**src/rtl/hclk_pkg.sv**
```systemverilog
package hclk_pkg;

    typedef enum logic [1:0] {
        SEQ_IDLE,
        SEQ_LEAD,
        SEQ_SCAN
    } seq_state_t;

    typedef struct packed {
        logic start;   // first hck1 rise of the line
        logic toggle;  // move to the next group
        logic finish;  // last level ends, park the clocks
    } seq_ev_t;

    function automatic int unsigned first_group(input logic right, input int unsigned n);
        return right ? 0 : n - 1;
    endfunction

endpackage

```
**src/rtl/hclk_seq.sv**
```systemverilog
module hclk_seq
    import hclk_pkg::*;
#(
    parameter int DIV        = 8,
    parameter int NUM_GROUPS = 108,
    parameter int HST_LEAD   = 2,
    parameter int HST_TRAIL  = 2
) (
    input  logic    clk,
    input  logic    rst,
    input  logic    line_start,
    input  logic    scan_right,
    output seq_ev_t ev,
    output logic    busy,
    output logic    dir_q,
    output logic    hst,
    output logic    line_done
);
    localparam int HALF = DIV / 2;
    localparam int CMAX = (HALF > HST_LEAD) ? HALF : HST_LEAD;
    localparam int CW   = $clog2(CMAX + 1);
    localparam int TW   = $clog2(NUM_GROUPS);

    seq_state_t      state;
    logic [CW-1:0]   cnt;
    logic [TW-1:0]   tr;
    logic            half_end;

    always_comb begin
        half_end  = (state == SEQ_SCAN) && (cnt == CW'(HALF - 1));
        ev.start  = (state == SEQ_LEAD) && (cnt == CW'(HST_LEAD - 1));
        ev.finish = half_end && (tr == TW'(NUM_GROUPS - 1));
        ev.toggle = half_end && (tr != TW'(NUM_GROUPS - 1));
        busy      = (state != SEQ_IDLE);
    end

    always_ff @(posedge clk) begin
        if (rst) begin
            state     <= SEQ_IDLE;
            cnt       <= '0;
            tr        <= '0;
            hst       <= 1'b0;
            dir_q     <= 1'b1;
            line_done <= 1'b0;
        end else begin
            line_done <= ev.finish;
            case (state)
                SEQ_IDLE: begin
                    if (line_start) begin
                        state <= SEQ_LEAD;
                        cnt   <= '0;
                        hst   <= 1'b1;
                        dir_q <= scan_right;
                    end
                end
                SEQ_LEAD: begin
                    if (ev.start) begin
                        state <= SEQ_SCAN;
                        cnt   <= '0;
                        tr    <= '0;
                    end else begin
                        cnt <= cnt + 1'b1;
                    end
                end
                SEQ_SCAN: begin
                    if (tr == '0 && cnt == CW'(HST_TRAIL - 1))
                        hst <= 1'b0;
                    if (half_end) begin
                        cnt <= '0;
                        if (ev.finish) state <= SEQ_IDLE;
                        else           tr    <= tr + 1'b1;
                    end else begin
                        cnt <= cnt + 1'b1;
                    end
                end
                default: state <= SEQ_IDLE;
            endcase
        end
    end

    AST_DONE_PULSE: assert property (@(posedge clk) disable iff (rst)
        line_done |=> !line_done);

    AST_EVENTS_EXCLUSIVE: assert property (@(posedge clk) disable iff (rst)
        $countones({ev.start, ev.toggle, ev.finish}) <= 1);

endmodule

```
**src/rtl/hclk_phase.sv**
```systemverilog
module hclk_phase
    import hclk_pkg::*;
(
    input  logic    clk,
    input  logic    rst,
    input  seq_ev_t ev,
    input  logic    busy,
    output logic    hck1,
    output logic    hck2
);
    always_ff @(posedge clk) begin
        if (rst) begin
            hck1 <= 1'b0;
            hck2 <= 1'b1;
        end else if (ev.start) begin
            hck1 <= 1'b1;
            hck2 <= 1'b0;
        end else if (ev.toggle) begin
            hck1 <= ~hck1;
            hck2 <= ~hck2;
        end else if (ev.finish) begin
            hck1 <= 1'b0;
            hck2 <= 1'b1;
        end
    end

    AST_CLK_COMPLEMENT: assert property (@(posedge clk) disable iff (rst)
        hck1 != hck2);

    AST_PARKED_LEVELS: assert property (@(posedge clk) disable iff (rst)
        !busy |-> (!hck1 && hck2));

endmodule

```
**src/rtl/hclk_group.sv**
```systemverilog
module hclk_group
    import hclk_pkg::*;
#(
    parameter int NUM_GROUPS = 108,
    localparam int GW        = $clog2(NUM_GROUPS)
) (
    input  logic          clk,
    input  logic          rst,
    input  seq_ev_t       ev,
    input  logic          dir,
    output logic [GW-1:0] grp_idx
);
    always_ff @(posedge clk) begin
        if (rst)
            grp_idx <= '0;
        else if (ev.start)
            grp_idx <= GW'(first_group(dir, NUM_GROUPS));
        else if (ev.toggle)
            grp_idx <= dir ? grp_idx + 1'b1 : grp_idx - 1'b1;
    end

    AST_GROUP_RANGE: assert property (@(posedge clk) disable iff (rst)
        int'(grp_idx) < NUM_GROUPS);

endmodule

```
**src/rtl/hclk_gen.sv**
```systemverilog
module hclk_gen
    import hclk_pkg::*;
#(
    parameter int DIV        = 8,
    parameter int NUM_GROUPS = 108,
    parameter int HST_LEAD   = 2,
    parameter int HST_TRAIL  = 2,
    localparam int GW        = $clog2(NUM_GROUPS)
) (
    input  logic          clk,
    input  logic          rst,
    input  logic          line_start,
    input  logic          scan_right,
    output logic          hst,
    output logic          hck1,
    output logic          hck2,
    output logic [GW-1:0] grp_idx,
    output logic          line_done
);
    localparam int HALF = DIV / 2;
    localparam int RW   = $clog2(2 * DIV + 1);

    seq_ev_t ev;
    logic    busy;
    logic    dir_q;

    hclk_seq #(
        .DIV(DIV), .NUM_GROUPS(NUM_GROUPS), .HST_LEAD(HST_LEAD), .HST_TRAIL(HST_TRAIL)
    ) i_seq (
        .clk(clk), .rst(rst), .line_start(line_start), .scan_right(scan_right),
        .ev(ev), .busy(busy), .dir_q(dir_q), .hst(hst), .line_done(line_done)
    );

    hclk_phase i_phase (
        .clk(clk), .rst(rst), .ev(ev), .busy(busy), .hck1(hck1), .hck2(hck2)
    );

    hclk_group #(.NUM_GROUPS(NUM_GROUPS)) i_group (
        .clk(clk), .rst(rst), .ev(ev), .dir(dir_q), .grp_idx(grp_idx)
    );

    // Level-length watch: cycles since hck1 last changed, saturating.
    logic          hck1_d;
    logic [RW-1:0] run_len;

    always_ff @(posedge clk) begin
        if (rst) begin
            hck1_d  <= 1'b0;
            run_len <= '0;
        end else begin
            hck1_d <= hck1;
            if (hck1 != hck1_d)
                run_len <= RW'(1);
            else if (run_len != RW'(2 * DIV))
                run_len <= run_len + 1'b1;
        end
    end

    AST_HALF_MAX: assert property (@(posedge clk) disable iff (rst)
        (busy && !hst) |-> (int'(run_len) <= HALF));

    AST_HST_SETUP: assert property (@(posedge clk) disable iff (rst)
        $rose(hst) |-> (!hck1 && hck2));

    AST_HST_HOLD: assert property (@(posedge clk) disable iff (rst)
        $fell(hst) |-> hck1);

    AST_DONE_PARKED: assert property (@(posedge clk) disable iff (rst)
        line_done |-> (!hck1 && hck2 && !hst));

endmodule

```
**config.mk**
```make
export PLATFORM = sky130hd
export DESIGN_NAME = hclk_gen
export DESIGN_NICKNAME = d
export VERILOG_FILES = /design/src/rtl/hclk_pkg.sv /design/src/rtl/hclk_seq.sv /design/src/rtl/hclk_phase.sv /design/src/rtl/hclk_group.sv /design/src/rtl/hclk_gen.sv
export SDC_FILE = /design/constraint.sdc
export NUM_CORES = 1
export LEC_CHECK = 0
export ABC_AREA = 1
export BUFFER_PORTS_ARGS = -buffer_cell sky130_fd_sc_hd__buf_2
export CAP_MARGIN = 30
export CORE_UTILIZATION = 50
export CTS_CLUSTER_SIZE = 10
export DETAILED_ROUTE_END_ITERATION = 8
export PLACE_DENSITY = 0.7
export SLEW_MARGIN = 20
export SYNTH_ARGS = -nofsm -noshare
export SYNTH_HDL_FRONTEND = slang
export SYNTH_SLANG_ARGS = --single-unit
```
**constraint.sdc**
```tcl
create_clock -name clk -period 1.7 [get_ports clk]
set_input_delay 0.34 -clock clk [delete_from_list [all_inputs] [get_ports clk]]
set_output_delay 0.34 -clock clk [all_outputs]
set_load 0.02 [all_outputs]
```
==> impl_metrics.tcl, run 1 <==
set metrics [dict create \
    status "complete, no violations" \
    slew_headroom_pct 72.06 \
    dpl_cell_area_sq_um 1827 \
    vias 1462 \
    multi_input_area_sq_um 1059 \
    ir_drop_uv 789.5 \
    setup_ws_ns 0.1531 \
    synth_cell_types 33 \
    synth-seq-cells 24 \
    die_y_microns 60.21 \
    syn_inst 227 \
    final_util_pct 61.00 \
    hold_class "in -> reg" \
    clock_path_buffers 2 \
    syn_to_final_growth_pct 12.63 \
    fp-row-count 20 \
    crit_type "reg -> reg" \
    grt_use_total_pct 19.96 \
    finalHoldViolations 0 \
    setup.worst_path.start "i_seq.cnt[0]$_SDFFE_PP0P_" \
    fin_crit_ns 1.547 \
    drt-initial-drc-count 63 \
    grt_pass1_vias 1249 \
    drv_slew 0 \
    drive_above_1_share_pct 23.69 \
    worstReg2RegEnd "i_seq.tr[6]$_SDFFE_PP0P_" \
    setup_violations 0 \
    hold_buffers 0 \
    regToRegSetupSlack_ns 0.15 \
    crit_path_end_kind "flop" \
    critical_path.endpoint "i_seq.tr[6]$_SDFFE_PP0P_" \
    cts_tree "done" \
    dp_cells 286 \
    p_leak_nw 0.9147 \
    cts_buffers 3 \
    tns_ns 0 \
    antenna_found_initial 0 \
    max_freq_mhz 646.5 \
    vias_per_cell 4.990 \
    layout.nets 270 \
    diodes 0 \
    reg2regPathDepth 9 \
    finalWirelength_microns 3266 \
    final_cells 293 \
    power.density_nw_per_um2 986.6 \
    ant_nets 0 \
    pre_cts_slack_ns 0.09738 \
    dpl.hpwl_microns 2549 \
    skew_ns 0.009185 \
    stdcell_area_sq_um 1908 \
    wl_per_cell_microns 11.15 \
    seqCellArea_sq_um 484.2 \
    port_buffers 14 \
    finalPower_mw 1.882 \
    syn-num-nets 247 \
    gp_routability_congestion 0.8252 \
    r2r-start "i_seq.cnt[0]$_SDFFE_PP0P_" \
    crit_arrival_ns 1.77 \
    htreeDepth 1 \
    drc 0 \
    grt_pass1_wl_microns 5506 \
    ys_warn_count 0 \
    layout_commonest_cell "nand2_1" \
    first_pass_iters 4 \
    grt_setup_unrepaired "no" \
    clk_latency_ns 0.32 \
    nFillCells 318 \
    cap_violations 0 \
    dieArea_sq_um 3625 \
    cp_max_fo 8 \
    initial_core_util_pct 54.16 \
    clk_pin_slew_worst_paths_ns 0.14 \
    finalCritPeriodShare_pct 90.99 \
    cts_num_sinks 24 \
    die_w_microns 60.21 \
    syn_area_sq_um 1694 \
    worst_slew_pin_slew_ns 0.4186 \
    hold-worst-slack_ns 0.2497 \
    cp-start-kind "flop" \
    grt_max_degree 15 \
    avgSynthCellArea_sq_um 7.463 \
    ys_seq_area_share_pct 28.36 \
    io_pins 15 \
    cts_root_buf "clkbuf_4" \
    core_area_sq_um 3128 \
    grt_overflow 0 \
    cp.required_ns 1.92 \
    final_cell_mix "nand2_1, inv_1, nand3_1, dfxtp_1, nor2_1" \
]
critical path, stage by stage, from the launching register on:
cell and delay (ns):
dfxtp_1 0.40, ha_1 0.17, ha_1 0.16, nand2_1 0.08, inv_2 0.13, nand4_4 0.17
nand2_4 0.15, nor2_1 0.06, nor2_1 0.08, nor2_1 0.04
cell families (layout without fill, tap and decap cells):
| kind of cell | count (synthesis) | after routing | share of synthesized area, % |
|---|---|---|---|
| DFF | 24 | 24 | 28.36 |
| xor gates and xnor gates | 6 | 6 | 3.102 |
| AOI/OAI and AO/OA | 32 | 32 | 10.86 |
| adders and majority gates | 16 | 16 | 12.26 |
| buffers and inverters | 37 | 59 | 9.305 |
| and+or+nand+nor | 112 | 112 | 36.11 |
layer usage:
metal	track usage [%]	share of wire [%]
met1	28.57	52
met2	31.40	45
met3	3.896	2.7
met4	2.990	0.64
met5	0	0
synthesized netlist by cell type:
| cell | number | area (sq um) |
|---|---|---|
| nand2_1 | 43 | 161.4 |
| dfxtp_1 | 24 | 480.5 |
| clkbuf_1 | 1 | 3.750 |
| nor2_1 | 19 | 71.32 |
| xor2_1 | 4 | 35.03 |
| nand3_1 | 22 | 110.1 |
| nor2_4 | 3 | 33.78 |
| nor3_1 | 1 | 5.000 |
| ha_1 | 15 | 187.7 |
| fa_1 | 1 | 20.02 |
| nor2_8 | 1 | 20.02 |
| a21oi_1 | 17 | 85.08 |
| nand4_4 | 1 | 21.27 |
| o21ai_1 | 1 | 5.000 |
| nand3b_1 | 3 | 22.52 |
| o21ai_0 | 7 | 35.03 |
| nand3_4 | 2 | 35.03 |
| buf_4 | 2 | 15.01 |
| o211ai_1 | 1 | 7.510 |
| nand2_4 | 5 | 56.30 |
| a21oi_2 | 5 | 43.79 |
| buf_6 | 1 | 11.26 |
| or2_2 | 1 | 6.260 |
| inv_1 | 26 | 97.59 |
| nand4_1 | 5 | 31.28 |
| nor4_1 | 1 | 6.260 |
| o21a_1 | 1 | 7.510 |
| inv_4 | 1 | 6.260 |
| inv_2 | 5 | 18.77 |
| xnor2_1 | 2 | 17.52 |
| nand2_2 | 3 | 18.77 |
| or2_1 | 2 | 12.51 |
| clkinv_2 | 1 | 5.000 |
state kept, by name, summed over array words and instances, names as in the netlist:
signal / flops
i_seq.state: 2
i_seq.line_done: 1
i_seq.hst: 1
i_phase.hck1: 1
i_phase.hck2: 1
i_seq.cnt: 3
i_seq.dir_q: 1
i_seq.tr: 7
i_group.grp_idx: 7
power breakdown:
group / internal (mW) / leakage [nW] / total [mW] / switching [mW]
sequential: 0.633 / 0.195 / 0.694 / 0.0606
clock: 0.238 / 0.0279 / 0.418 / 0.179
combinational: 0.278 / 0.691 / 0.771 / 0.494
how the worst min path moves through the flow:
stage | start | to | slack (ns) | cells past startpoint
finish | scan_right | i_seq.dir_q$_SDFFE_PP1P_ | 0.25 | 3
detailed placement | i_seq.state[0]$_SDFFE_PP0P_ | i_seq.state[0]$_SDFFE_PP0P_ | 0.50 | 2
global placement | i_seq.state[0]$_SDFFE_PP0P_ | i_seq.state[0]$_SDFFE_PP0P_ | 0.49 | 2
CTS | scan_right | i_seq.dir_q$_SDFFE_PP1P_ | 0.24 | 3
global route | scan_right | i_seq.dir_q$_SDFFE_PP1P_ | 0.27 | 3
floorplan | rst | i_group.grp_idx[3]$_SDFFE_PP0P_ | 0.40 | 1
cell type report:
cell class | count | area share (%)
Tap cell | 44 | 2.885
Clock inverter | 1 | 1.574
Clock buffer | 3 | 1.180
Sequential cell | 24 | 25.38
Timing Repair Buffer | 22 | 6.820
Multi-Input combinational cell | 166 | 55.48
Inverter | 33 | 6.689
timing repair:
item	4_1_cts	5_1_grt
setup buffers	0	3
hold endpoints to repair	0	0
setup endpoints to repair	0	11
resized for setup	0	5
No activity file was read; power rests on OpenSTA's default activity.
==> inputs of run 2 (changes only) <==
--- a/config.mk
+++ b/config.mk
@@ -9,6 +9,7 @@
 export BUFFER_PORTS_ARGS = -buffer_cell sky130_fd_sc_hd__buf_2
 export CAP_MARGIN = 30
 export CORE_UTILIZATION = 50
+export CTS_BUF_LIST = sky130_fd_sc_hd__clkbuf_16
 export CTS_CLUSTER_SIZE = 10
 export DETAILED_ROUTE_END_ITERATION = 8
 export PLACE_DENSITY = 0.7
==> impl_metrics.tcl, run 2 (synthesis gave the netlist of run 1 again) <==
set metrics [dict create \
    crit_path_top_delay_cell "dfxtp_1" \
    worstHoldStart "scan_right" \
    cp_max_fo 8 \
    status "complete, no violations" \
    cts_num_sinks 24 \
    dp_cells 286 \
    worst_slew_pin_slew_ns 0.4191 \
    setup_violations 0 \
    cp.required_ns 1.85 \
    pwr-share-seq_pct 32.3 \
    cts_root_buf "clkbuf_16" \
    stdcell_area_sq_um 1959 \
    grt_setup_unrepaired "no" \
    layout.nets 270 \
    finalCritPeriodShare_pct 90.20 \
    crit_top_cell "nor2_1" \
    vias 1487 \
    die_w_microns 60.21 \
    final_util_pct 62.64 \
    slew_headroom_pct 72.02 \
    holdPathStages 3 \
    hold_path_end "i_seq.dir_q$_SDFFE_PP1P_" \
    final_cell_mix "nand2_1, inv_1, nand3_1, dfxtp_1, nor2_1" \
    final_cells 293 \
    clk_latency_ns 0.26 \
    hold_class "in -> reg" \
    dpl.hpwl_microns 2549 \
    p_leak_nw 0.9374 \
    dpl_cell_area_sq_um 1827 \
    fp-row-count 20 \
    layout_commonest_cell "nand2_1" \
    crit_chain "ha_1, ha_1, nand2_1, inv_2, nand4_4, nand2_4, nor2_1, nor2_1, nor2_1" \
    syn_to_final_growth_pct 15.66 \
    cpPeakStageDelay_ns 0.38 \
    diodes 0 \
    ir_drop_uv 751.8 \
    multi_input_area_sq_um 1059 \
    finalWirelength_microns 3352 \
    core_area_sq_um 3128 \
    crit_type "reg -> reg" \
    reg2regPathDepth 9 \
    drt-initial-drc-count 56 \
    cp-start-kind "flop" \
    ant_nets 0 \
    drive_above_1_share_pct 23.29 \
    die_y_microns 60.21 \
    clockPowerShare_pct 31.6 \
    initial_core_util_pct 54.16 \
    grt_use_total_pct 20.36 \
    clock_path_buffers 2 \
    antenna_found_initial 0 \
    clk_pin_slew_worst_paths_ns 0.07 \
    swShare_pct 35.80 \
    crit_path_end_kind "flop" \
    hold_buffers 0 \
    crit_arrival_ns 1.68 \
    p_sw_mw 0.7681 \
    dieArea_sq_um 3625 \
    finalPower_mw 2.146 \
    port_buffers 14 \
    tns_ns 0 \
    power.density_nw_per_um2 1095 \
    grt_pass1_wl_microns 5595 \
    cts_buffers 3 \
    nFillCells 313 \
    top_regs "i_group.grp_idx x7, i_seq.tr x7, i_seq.cnt x3" \
    skew_ns 0.006407 \
    grt_pass1_vias 1267 \
    r2r-start "i_seq.cnt[0]$_SDFFE_PP0P_" \
    drc 0 \
    max_freq_mhz 652.1 \
    gp_routability_congestion 0.8252 \
    p_int_mw 1.378 \
    first_pass_iters 4 \
    grt_max_degree 15 \
    drv_slew 0 \
    finalHoldViolations 0 \
    cap_violations 0 \
    regToRegSetupSlack_ns 0.17 \
    grt_overflow 0 \
    cts_tree "done" \
    fin_crit_ns 1.533 \
    worstReg2RegEnd "i_seq.tr[6]$_SDFFE_PP0P_" \
    htreeDepth 1 \
    io_pins 15 \
    comb_power_share_pct 36.1 \
    vias_per_cell 5.075 \
    wl_per_cell_microns 11.44 \
    seqCellArea_sq_um 483.0 \
]
-- run 2: cell count changes in the layout (fill, tap and decap cells not counted) --
cell / change
clkbuf_16: +3
clkbuf_4: -3
dfxtp_1: +1
dfxtp_2: -1
-- run 2: worst max-delay path by stage --
stage	slack (ns)	endpoint	startpoint	depth (start not counted)
after floorplan	0.29	i_seq.tr[5]$_SDFFE_PP0P_	i_seq.state[0]$_SDFFE_PP0P_	9
after global placement	0.11	i_group.grp_idx[6]$_SDFFE_PP0P_	i_seq.dir_q$_SDFFE_PP1P_	9
after detailed placement	0.1	i_group.grp_idx[6]$_SDFFE_PP0P_	i_seq.dir_q$_SDFFE_PP1P_	9
after CTS	0.06	i_group.grp_idx[6]$_SDFFE_PP0P_	i_seq.dir_q$_SDFFE_PP1P_	9
after global routing	0.02	i_seq.tr[6]$_SDFFE_PP0P_	i_seq.cnt[0]$_SDFFE_PP0P_	9
final	0.17	i_seq.tr[6]$_SDFFE_PP0P_	i_seq.cnt[0]$_SDFFE_PP0P_	9
-- run 2: area by class of cell --
type	instances	share of cell area [%]
Tap cell	44	2.810
Timing Repair Buffer	22	6.641
Multi-Input combinational cell	166	54.02
Clock inverter	1	1.533
Sequential cell	24	24.65
Inverter	33	6.513
Clock buffer	3	3.831
-- run 2: critical path: cells and delay by family, from the launching register on --
family	cells	cell delay, ns
buffers and inverters	1	0.13
flip-flops	1	0.38
AND/OR/NAND/NOR	6	0.58
adder cells (fa/ha/maj)	2	0.33
-- run 2: layer usage --
layer | vias to the layer above | routed length [microns] | part of all wire [%] | GRT usage, %
met5 | - | 0 | 0 | 0
met1 | 683 | 1710 | 51 | 28.67
li1 | 784 | - | - | -
met2 | 16 | 1536 | 46 | 32.18
met3 | 4 | 80 | 2.4 | 4.113
met4 | 0 | 25 | 0.75 | 3.654
-- run 2: metrics by stage --
stage | hold WS, ns | setup slack (ns)
2_1_floorplan | 0.4024 | 0.2873
3_3_place_gp | 0.4921 | 0.1133
3_5_place_dp | 0.5020 | 0.09738
4_1_cts | 0.3241 | 0.06388
5_1_grt | 0.3617 | 0.02206
6_report | 0.3251 | 0.1665
-- run 2: repair_timing --
action / 4_1_cts / 5_1_grt
gates resized for setup: 0 / 4
endpoints found under the setup margin: 0 / 8
setup buffers: 0 / 3
-- run 2: power groups by stage --
stage | logic, mW | registers, mW | clock network [mW]
6_report | 0.774 | 0.693 | 0.679
5_1_grt | 0.874 | 0.704 | 0.705
4_1_cts | 0.770 | 0.688 | 0.684
3_5_place_dp | 0.762 | 0.700 | 0
3_3_place_gp | 0.759 | 0.699 | 0
2_1_floorplan | 0.576 | 0.710 | 0
==> inputs of run 3 (changes only) <==
--- a/config.mk
+++ b/config.mk
@@ -8,11 +8,11 @@
 export ABC_AREA = 1
 export BUFFER_PORTS_ARGS = -buffer_cell sky130_fd_sc_hd__buf_2
 export CAP_MARGIN = 30
-export CORE_UTILIZATION = 50
+export CORE_UTILIZATION = 35
 export CTS_BUF_LIST = sky130_fd_sc_hd__clkbuf_16
 export CTS_CLUSTER_SIZE = 10
 export DETAILED_ROUTE_END_ITERATION = 8
-export PLACE_DENSITY = 0.7
+export PLACE_DENSITY = 0.53
 export SLEW_MARGIN = 20
 export SYNTH_ARGS = -nofsm -noshare
 export SYNTH_HDL_FRONTEND = slang
==> impl_metrics.tcl, run 3 (synthesis gave the netlist of run 1 again) <==
set metrics [dict create \
    clockPowerShare_pct 25.6 \
    stdcell_area_sq_um 1966 \
    dieArea_sq_um 5122 \
    antenna_found_initial 0 \
    layout_commonest_cell "nand2_1" \
    first_pass_iters 4 \
    p_leak_nw 0.9426 \
    layout.nets 273 \
    vias 1437 \
    pwr-share-seq_pct 33.1 \
    p_int_mw 1.272 \
    grt_overflow 0 \
    htreeDepth 1 \
    io_pins 15 \
    grt_setup_unrepaired "no" \
    skew_ns 0.002975 \
    cts_buffers 3 \
    cts_num_sinks 24 \
    crit_arrival_ns 1.71 \
    syn_to_final_growth_pct 16.03 \
    status "complete, no violations" \
    clock_path_buffers 2 \
    cp.required_ns 1.85 \
    regToRegSetupSlack_ns 0.14 \
    crit_path_top_delay_cell "dfxtp_1" \
    dpl.hpwl_microns 2740 \
    clk_latency_ns 0.26 \
    crit_top_cell "nand2_4" \
    ant_nets 0 \
    drv_slew 0 \
    crit_chain "buf_4, ha_1, nand2_1, nand2_2, nand2_4, nor2_4, nand2_4, o21ai_1, a21oi_2" \
    diodes 0 \
    comb_power_share_pct 41.3 \
    core_area_sq_um 4504 \
    grt_max_degree 15 \
    hold_path_end "i_seq.dir_q$_SDFFE_PP1P_" \
    grt_pass1_wl_microns 6272 \
    cpPeakStageDelay_ns 0.33 \
    hold_buffers 0 \
    die_y_microns 71.57 \
    fin_crit_ns 1.556 \
    hold_class "in -> reg" \
    clk_pin_slew_worst_paths_ns 0.06 \
    final_cell_mix "nand2_1, inv_1, dfxtp_1, nand3_1, nor2_1" \
    port_buffers 14 \
    grt_use_total_pct 15.51 \
    power.density_nw_per_um2 1040 \
    holdPathStages 3 \
    cts_root_buf "clkbuf_16" \
    finalPower_mw 2.044 \
    setup_violations 0 \
    drc 0 \
    vias_per_cell 4.727 \
    p_sw_mw 0.7720 \
    gp_routability_congestion 0.7691 \
    nFillCells 481 \
    fp-row-count 24 \
    finalHoldViolations 0 \
    finalWirelength_microns 3467 \
    top_regs "i_group.grp_idx x7, i_seq.tr x7, i_seq.cnt x3" \
    worstHoldStart "scan_right" \
    finalCritPeriodShare_pct 91.56 \
    swShare_pct 37.77 \
    ir_drop_uv 745.5 \
    initial_core_util_pct 37.61 \
    die_w_microns 71.57 \
    slew_headroom_pct 69.93 \
    r2r-start "i_seq.cnt[0]$_SDFFE_PP0P_" \
    max_freq_mhz 642.5 \
    crit_family "simple AND/OR/NAND/NOR gates" \
    crit_buf_inv 1 \
    tns_ns 0 \
    drt-initial-drc-count 86 \
    cap_violations 0 \
    cp_num_cells 9 \
    cp_max_fo 7 \
    cp-start-kind "flop" \
    dpl_cell_area_sq_um 1867 \
    crit_path_end_kind "flop" \
    wl_per_cell_microns 11.40 \
    reg2regPathDepth 9 \
    grt_pass1_vias 1385 \
    cts_tree "done" \
    drive_above_1_share_pct 23.41 \
    crit_type "reg -> reg" \
    worst_slew_pin_slew_ns 0.4504 \
    worstReg2RegEnd "i_seq.tr[0]$_SDFFE_PP0P_" \
]
## run 3: power groups by stage
stage                     clock, mW  combinational [mW]  sequential (mW)
after floorplan                   0               0.576            0.710
after global placement            0               0.800            0.687
after detailed placement          0               0.797            0.688
after CTS                     0.545               0.804            0.675
after global routing          0.558               0.957            0.687
final                         0.523               0.844            0.677
## run 3: stage by stage
stage	hold WS [ns]	util (%)	cells	setup WS, ns
after floorplan	0.4024	-	227	0.2873
after global placement	0.4909	41.44	298	0.1637
after detailed placement	0.4953	41.44	298	0.1275
after CTS	0.3219	43.19	302	0.1158
after global routing	0.3700	43.64	304	0.004969
final	0.3172	43.64	304	0.1436
## run 3: timing repair
action                                  in CTS  in global routing
hold endpoints to repair                     0                  0
buffers inserted                             0                  2
gates resized for setup                      0                  3
endpoints found under the setup margin       0                  9
## run 3: how the worst max path moves through the flow
stage / from / endpoint / slack [ns]
floorplan: i_seq.state[0]$_SDFFE_PP0P_ / i_seq.tr[5]$_SDFFE_PP0P_ / 0.29
global placement: i_seq.state[1]$_SDFFE_PP0P_ / i_group.grp_idx[5]$_SDFFE_PP0P_ / 0.16
detailed placement: i_seq.state[0]$_SDFFE_PP0P_ / i_seq.tr[5]$_SDFFE_PP0P_ / 0.13
CTS: i_seq.state[0]$_SDFFE_PP0P_ / i_seq.tr[5]$_SDFFE_PP0P_ / 0.12
global route: i_seq.cnt[0]$_SDFFE_PP0P_ / i_seq.tr[6]$_SDFFE_PP0P_ / 0.005
finish: i_seq.cnt[0]$_SDFFE_PP0P_ / i_seq.tr[0]$_SDFFE_PP0P_ / 0.14
## run 3: worst reg2reg max path, stage by stage (launching register included)
cell	delay, ns
dfxtp_1	0.33
buf_4	0.12
ha_1	0.21
nand2_1	0.11
nand2_2	0.09
nand2_4	0.08
nor2_4	0.20
nand2_4	0.10
o21ai_1	0.16
a21oi_2	0.04
## run 3: layer usage
layer | up-vias | global-route usage [%] | share of wire [%]
met5 | - | 0 | 0
met4 | 0 | 3.704 | 0.81
met3 | 4 | 3.657 | 3.1
met2 | 20 | 24.55 | 42
met1 | 627 | 21.44 | 54
li1 | 786 | - | -
## run 3: layout make-up
cell class,instances,area [sq um],area share [%]
clock buffers,3,75.07,3.819
clock inverters,1,3.754,0.1910
inverters,33,127.6,6.493
multi-input cells,166,1061,53.98
flip-flops and latches,24,480.5,24.44
well taps,52,65.06,3.310
repair buffers,25,152.6,7.766
